## src/rtl/crc4_smf_pkg.sv

```systemverilog
package crc4_smf_pkg;
   localparam int CRC_W = 4;
   localparam logic [CRC_W-1:0] CRC_TAPS = 4'b0011;

   function automatic logic [CRC_W-1:0] crc_advance(
      input logic [CRC_W-1:0] cur,
      input logic             din,
      input logic [CRC_W-1:0] taps);
      logic fb;
      fb = din ^ cur[CRC_W-1];
      return {cur[CRC_W-2:0], 1'b0} ^ (fb ? taps : '0);
   endfunction
endpackage

```

## src/rtl/smf_bit_counter.sv

```systemverilog
module smf_bit_counter #(
   parameter int SMF_BITS = 2048
) (
   input  logic clk,
   input  logic rst,
   input  logic bit_en,
   input  logic smf_start,
   output logic accept,
   output logic restart,
   output logic last
);
   localparam int CNT_W = $clog2(SMF_BITS);

   if (SMF_BITS < 8) begin : g_bad_len
      $error("SMF_BITS must be at least 8");
   end

   logic [CNT_W-1:0] cnt_q;
   logic             synced_q;
   logic [CNT_W-1:0] cur_idx;

   assign accept  = bit_en && (smf_start || synced_q);
   assign restart = bit_en && smf_start;
   assign cur_idx = restart ? '0 : cnt_q;
   assign last    = accept && (cur_idx == CNT_W'(SMF_BITS - 1));

   always_ff @(posedge clk) begin
      if (rst) begin
         cnt_q    <= '0;
         synced_q <= 1'b0;
      end else if (accept) begin
         cnt_q    <= last ? '0 : cur_idx + 1'b1;
         synced_q <= 1'b1;
      end
   end

   assert_cnt_range_R3: assert property (@(posedge clk) disable iff (rst)
      cnt_q <= CNT_W'(SMF_BITS - 1));

   assert_idle_hold_R8: assert property (@(posedge clk) disable iff (rst)
      !bit_en |=> $stable(cnt_q) && $stable(synced_q));
endmodule

```

## src/rtl/crc4_shift_reg.sv

```systemverilog
module crc4_shift_reg
   import crc4_smf_pkg::*;
#(
   parameter logic [CRC_W-1:0] TAPS = CRC_TAPS
) (
   input  logic             clk,
   input  logic             rst,
   input  logic             accept,
   input  logic             restart,
   input  logic             last,
   input  logic             din,
   output logic [CRC_W-1:0] rem_next
);
   logic [CRC_W-1:0] rem_q;
   logic [CRC_W-1:0] base;

   assign base     = restart ? '0 : rem_q;
   assign rem_next = crc_advance(base, din, TAPS);

   always_ff @(posedge clk) begin
      if (rst)         rem_q <= '0;
      else if (accept) rem_q <= last ? '0 : rem_next;
   end

   assert_cleared_after_end_R5: assert property (@(posedge clk) disable iff (rst)
      last |=> rem_q == '0);

   assert_hold_idle_R8: assert property (@(posedge clk) disable iff (rst)
      !accept |=> $stable(rem_q));
endmodule

```

## src/rtl/crc4_rx_check.sv

```systemverilog
module crc4_rx_check
   import crc4_smf_pkg::*;
#(
   parameter bit CHECK_EN = 1'b1
) (
   input  logic             clk,
   input  logic             rst,
   input  logic             accept,
   input  logic             restart,
   input  logic             last,
   input  logic             crc_pos,
   input  logic             din,
   input  logic [CRC_W-1:0] ref_crc,
   output logic             err
);
   localparam int IDX_W = $clog2(CRC_W + 1);

   if (CHECK_EN) begin : g_check
      logic [IDX_W-1:0] idx_q, idx_cur;
      logic [CRC_W-1:0] rx_q, rx_cur, rx_full;
      logic             have_prev_q;
      logic             err_q;

      assign idx_cur = restart ? '0 : idx_q;
      assign rx_cur  = restart ? '0 : rx_q;

      always_comb begin
         rx_full = rx_cur;
         if (crc_pos && idx_cur < IDX_W'(CRC_W))
            rx_full[CRC_W-1-int'(idx_cur)] = din;
      end

      always_ff @(posedge clk) begin
         if (rst) begin
            idx_q       <= '0;
            rx_q        <= '0;
            have_prev_q <= 1'b0;
            err_q       <= 1'b0;
         end else begin
            err_q <= 1'b0;
            if (accept) begin
               if (last) begin
                  err_q       <= have_prev_q && (rx_full != ref_crc);
                  have_prev_q <= 1'b1;
                  idx_q       <= '0;
                  rx_q        <= '0;
               end else begin
                  rx_q <= rx_full;
                  if (crc_pos && idx_cur < IDX_W'(CRC_W)) idx_q <= idx_cur + 1'b1;
                  else                                    idx_q <= idx_cur;
               end
            end
         end
      end

      assign err = err_q;

      assert_first_quiet_R7: assert property (@(posedge clk) disable iff (rst)
         err_q |-> $past(have_prev_q));

      assert_err_pulse_R6: assert property (@(posedge clk) disable iff (rst)
         err_q |=> !err_q);
   end else begin : g_nocheck
      assign err = 1'b0;
   end
endmodule

```

## src/rtl/crc4_smf_gen.sv

```systemverilog
module crc4_smf_gen
   import crc4_smf_pkg::*;
#(
   parameter int               SMF_BITS = 2048,
   parameter bit               CHECK_EN = 1'b1,
   parameter logic [CRC_W-1:0] TAPS     = CRC_TAPS
) (
   input  logic             clk,
   input  logic             rst,
   input  logic             bit_en,
   input  logic             bit_in,
   input  logic             smf_start,
   input  logic             crc_pos,
   output logic [CRC_W-1:0] crc_out,
   output logic             crc_valid,
   output logic             crc_err
);
   logic             accept, restart, last;
   logic             masked_bit;
   logic [CRC_W-1:0] rem_next;

   assign masked_bit = bit_in & ~crc_pos;

   smf_bit_counter #(.SMF_BITS(SMF_BITS)) u_cnt (
      .clk(clk), .rst(rst), .bit_en(bit_en), .smf_start(smf_start),
      .accept(accept), .restart(restart), .last(last));

   crc4_shift_reg #(.TAPS(TAPS)) u_reg (
      .clk(clk), .rst(rst), .accept(accept), .restart(restart),
      .last(last), .din(masked_bit), .rem_next(rem_next));

   crc4_rx_check #(.CHECK_EN(CHECK_EN)) u_chk (
      .clk(clk), .rst(rst), .accept(accept), .restart(restart),
      .last(last), .crc_pos(crc_pos), .din(bit_in), .ref_crc(crc_out),
      .err(crc_err));

   always_ff @(posedge clk) begin
      if (rst) begin
         crc_out   <= '0;
         crc_valid <= 1'b0;
      end else begin
         crc_valid <= last;
         if (last) crc_out <= rem_next;
      end
   end

   assert_valid_pulse_R3: assert property (@(posedge clk) disable iff (rst)
      crc_valid |=> !crc_valid);

   assert_out_stable_R4: assert property (@(posedge clk) disable iff (rst)
      !crc_valid && !$past(rst) |-> $stable(crc_out));

   assert_err_with_valid_R6: assert property (@(posedge clk) disable iff (rst)
      crc_err |-> crc_valid);

   assert_no_end_idle_R8: assert property (@(posedge clk) disable iff (rst)
      !$past(bit_en) |-> !crc_valid);
endmodule

```

## config.mk

```make
export PLATFORM = sky130hd
export DESIGN_NAME = crc4_smf_gen
export DESIGN_NICKNAME = d
export VERILOG_FILES = /design/src/rtl/crc4_smf_pkg.sv /design/src/rtl/smf_bit_counter.sv /design/src/rtl/crc4_shift_reg.sv /design/src/rtl/crc4_rx_check.sv /design/src/rtl/crc4_smf_gen.sv
export SDC_FILE = /design/constraint.sdc
export NUM_CORES = 1
export LEC_CHECK = 0
export CORE_AREA = 4 4 71 73
export DETAILED_ROUTE_END_ITERATION = 10
export DIE_AREA = 0 0 75 77
export SKIP_CTS_REPAIR_TIMING = 1
export SYNTH_ARGS = -nofsm -noshare
export SYNTH_HDL_FRONTEND = slang
export SYNTH_SLANG_ARGS = --single-unit
```

## constraint.sdc

```tcl
create_clock -name clk -period 2.2 [get_ports clk]
set_input_delay 0.22 -clock clk [delete_from_list [all_inputs] [get_ports clk]]
set_output_delay 0.22 -clock clk [all_outputs]
set_load 0.01 [all_outputs]
```

==> results.md <==
- CP startpoint kind: primary input
- Layout Skew: 0.00435 ns
- Peak supply drop: 0.321 mV
- Seq/Total Area, Yosys: 0.355
- Hold Path Class: reg2reg
- Top FF cell, synth: dfxtp_1
- Required @ worst endpoint: 2.41 ns
- Critical path type: in2reg
- Largest fanout on the critical path: 6
- Final Max Tran Viols: 0
- Hold Vio Cnt, Final: 0
- Buffers on Ports: 11
- Top post-synthesis cells by area: dfxtp_1 (35%), nand2_1 (6.7%), a21oi_1 (4.7%)
- First-pass GRT wire length: 7.16 mm
- Worst-Skew Late Latency: 0.28 ns
- Post-Syn Area: 1690 um^2
- Setup Viol. Count Final: 0
- Syn Inst Count: 206
- TNS Setup: 0 ns
- Fin area: 2050 um^2
- Fin cells: 285
- Die area: 5780 um^2
- Vias: 1581
- Yosys Warn Count: 0
- Clock tree from TritonCTS: done
- Placed Area: 1950 um^2
- Die H: 77 um
- Number of synthesized flops with an enable pin: 0
- Post-synth top area cell: dfxtp_1
- Worst Path Arrival: 2.09 ns
- GRT Util Overall: 0.162
- Seq pwr share: 0.486
- Leakage: 0.775 nW
- Vias in the first global route: 1447
- DRT iter0 DRCs: 124
- Fillers: 445
- FFs w/ async S/R, synth: 0
- HPWL after DPL: 2.97 mm
- Clock sinks: 30
- Gr ovfl total: 0
- DR DRC count: 0
- Netlist cell types: 48
- Status: finished, final reports clean
- Sw frac: 0.259
- Core area: 4350 um^2
- Max_slew headroom: 0.761
- Register area: 601 um^2
- Internal Power: 0.855 mW
- Fin nets: 240
- Root buffer cell: clkbuf_8
- Footprint of the multi-input gates: 1010 um^2
- Antenna Cells: 0
- Switching pwr: 0.298 mW
- H-Tree Depth: 2
- Post-Place Cells: 277
- Comb pwr share: 0.105
- Placer Congestion: 0.791
- Site row count: 24
- Num CTS Buffers: 5
- Share of the synthesized area in the top cell type: 0.355
- Die Wd: 75 um
- I/O pin total: 12
- Fmax: 0.533 GHz
- Top post-synthesis cells by count: dfxtp_1 (30), nand2_1 (30), a21oi_1 (16), nor2_1 (16), nand3_1 (8)
- Antenna violations before repair: 0
- Power Dens Cells: 563 nW/um^2
- Yosys reg bits: 30
- Starting Density: 0.389
- Minimum clock period: 1.88 ns
- TritonRoute pass-1 iters: 5
- Clk pwr share: 0.409
- CP endpoint kind: register
- Final ANT Viol Nets: 0
- Final worst-path cycle share: 0.854
- Max clock buf depth: 2
- Syn_area_per_cell: 8.22 um^2
- Worst-Margin Slew: 0.359 ns
- DR vias/cell: 5.55
- Layout cells sized above 1: 0.155
- WL/cell: 14.7 um
- Largest net degree at the start of global routing: 22
- RSZ-0062 raised after global routing: false
- Clock-pin slew on the worst setup and hold paths: 0.07 ns
- Post-Syn Nets: 214
- Max-Cap Viols: 0
- Area Growth Syn to Fin: 20.8%
- Routed WL: 4.19 mm
==> layout by cell type (no fill, tap or decap), drive strengths merged, types with 3 or more instances in the layout <==
cell type,instances
mux2i,6
nand2,30
clkdlybuf4s50,11
nor2,16
a31o,3
nor3,5
xnor2,4
a31oi,6
o211ai,4
nand4,4
a22o,5
buf,20
a21oi,16
o21ai,3
and3,4
inv,4
dfxtp,30
clkbuf,6
and2,4
nand3,9
xor2,4
nand2b,7
==> critical path, cell delays in order <==
cell	delay (ns)
clkdlybuf4s50_1	0.48
nand2_1	0.10
and2_1	0.19
ha_1	0.21
and4_1	0.25
a31oi_2	0.26
buf_4	0.20
a21oi_1	0.06
o21ai_0	0.13
==> metrics by stage <==
| step | setup WS [ns] | hold slack, ns | total power, mW | util |
|---|---|---|---|---|
| after floorplan | 0.0189 | 0.361 | 0.643 | - |
| after global placement | 0.0462 | 0.447 | 0.692 | 0.448 |
| after detailed placement | 0.0240 | 0.450 | 0.693 | 0.448 |
| after CTS | 0.332 | 0.463 | 1.17 | 0.470 |
| after global routing | 0.188 | 0.492 | 1.21 | 0.470 |
| final | 0.322 | 0.457 | 1.15 | 0.470 |
==> area by class of cell <==
class | instances | share of cell area
Tap cell | 52 | 0.0318
Clock buffer | 6 | 0.0404
Inverter | 4 | 0.00734
Sequential cell | 30 | 0.294
Multi-Input combinational cell | 160 | 0.494
Timing Repair Buffer | 31 | 0.127
Clock inverter | 2 | 0.00612
==> registers in the layout, summed over array words and instances (netlist names) <==
name,cells
u_reg.rem_q,4
u_chk.g_check.rx_q,4
crc_out,4
u_chk.err,1
u_chk.g_check.idx_q,3
u_cnt.synced_q,1
crc_valid,1
u_chk.g_check.have_prev_q,1
u_cnt.cnt_q,11
==> path summary, 6_finish.rpt <==
path	from	endpoint	slack [ns]	cells after the start
setup reg to reg	u_chk.g_check.idx_q[0]	u_chk.err	0.40	7
hold reg to reg	u_chk.g_check.have_prev_q	u_chk.g_check.have_prev_q	0.46	2
hold / removal	u_chk.g_check.have_prev_q	u_chk.g_check.have_prev_q	0.46	2
setup / recovery	bit_en	u_cnt.cnt_q[7]	0.32	9
==> cell families after synthesis <==
family          after synthesis  synth area share
mux                           6            0.0355
xor+xnor                      8            0.0414
fa+ha+maj                     2            0.0148
compound gates               50             0.205
flops                        30             0.355
buf+inv                      16            0.0488
simple gates                 94             0.300
==> power by group through the flow <==
stage          Clock [mW]  Combinational (mW)  Sequential, mW
2_1_floorplan           0              0.0757           0.567
3_3_place_gp            0               0.119           0.573
3_5_place_dp            0               0.120           0.573
4_1_cts             0.493               0.121           0.560
5_1_grt             0.515               0.135           0.562
6_report            0.471               0.121           0.561
==> routing by layer <==
| metal | track usage | wire length (um) | part of all wire | vias to the layer above |
|---|---|---|---|---|
| met3 | 0.0431 | 129 | 0.031 | 5 |
| met5 | 0 | 0 | 0 | - |
| met2 | 0.242 | 1980 | 0.47 | 23 |
| met1 | 0.221 | 2010 | 0.48 | 753 |
| li1 | - | - | - | 800 |
| met4 | 0.0587 | 74 | 0.018 | 0 |
Power figures use the tool's default switching activity.
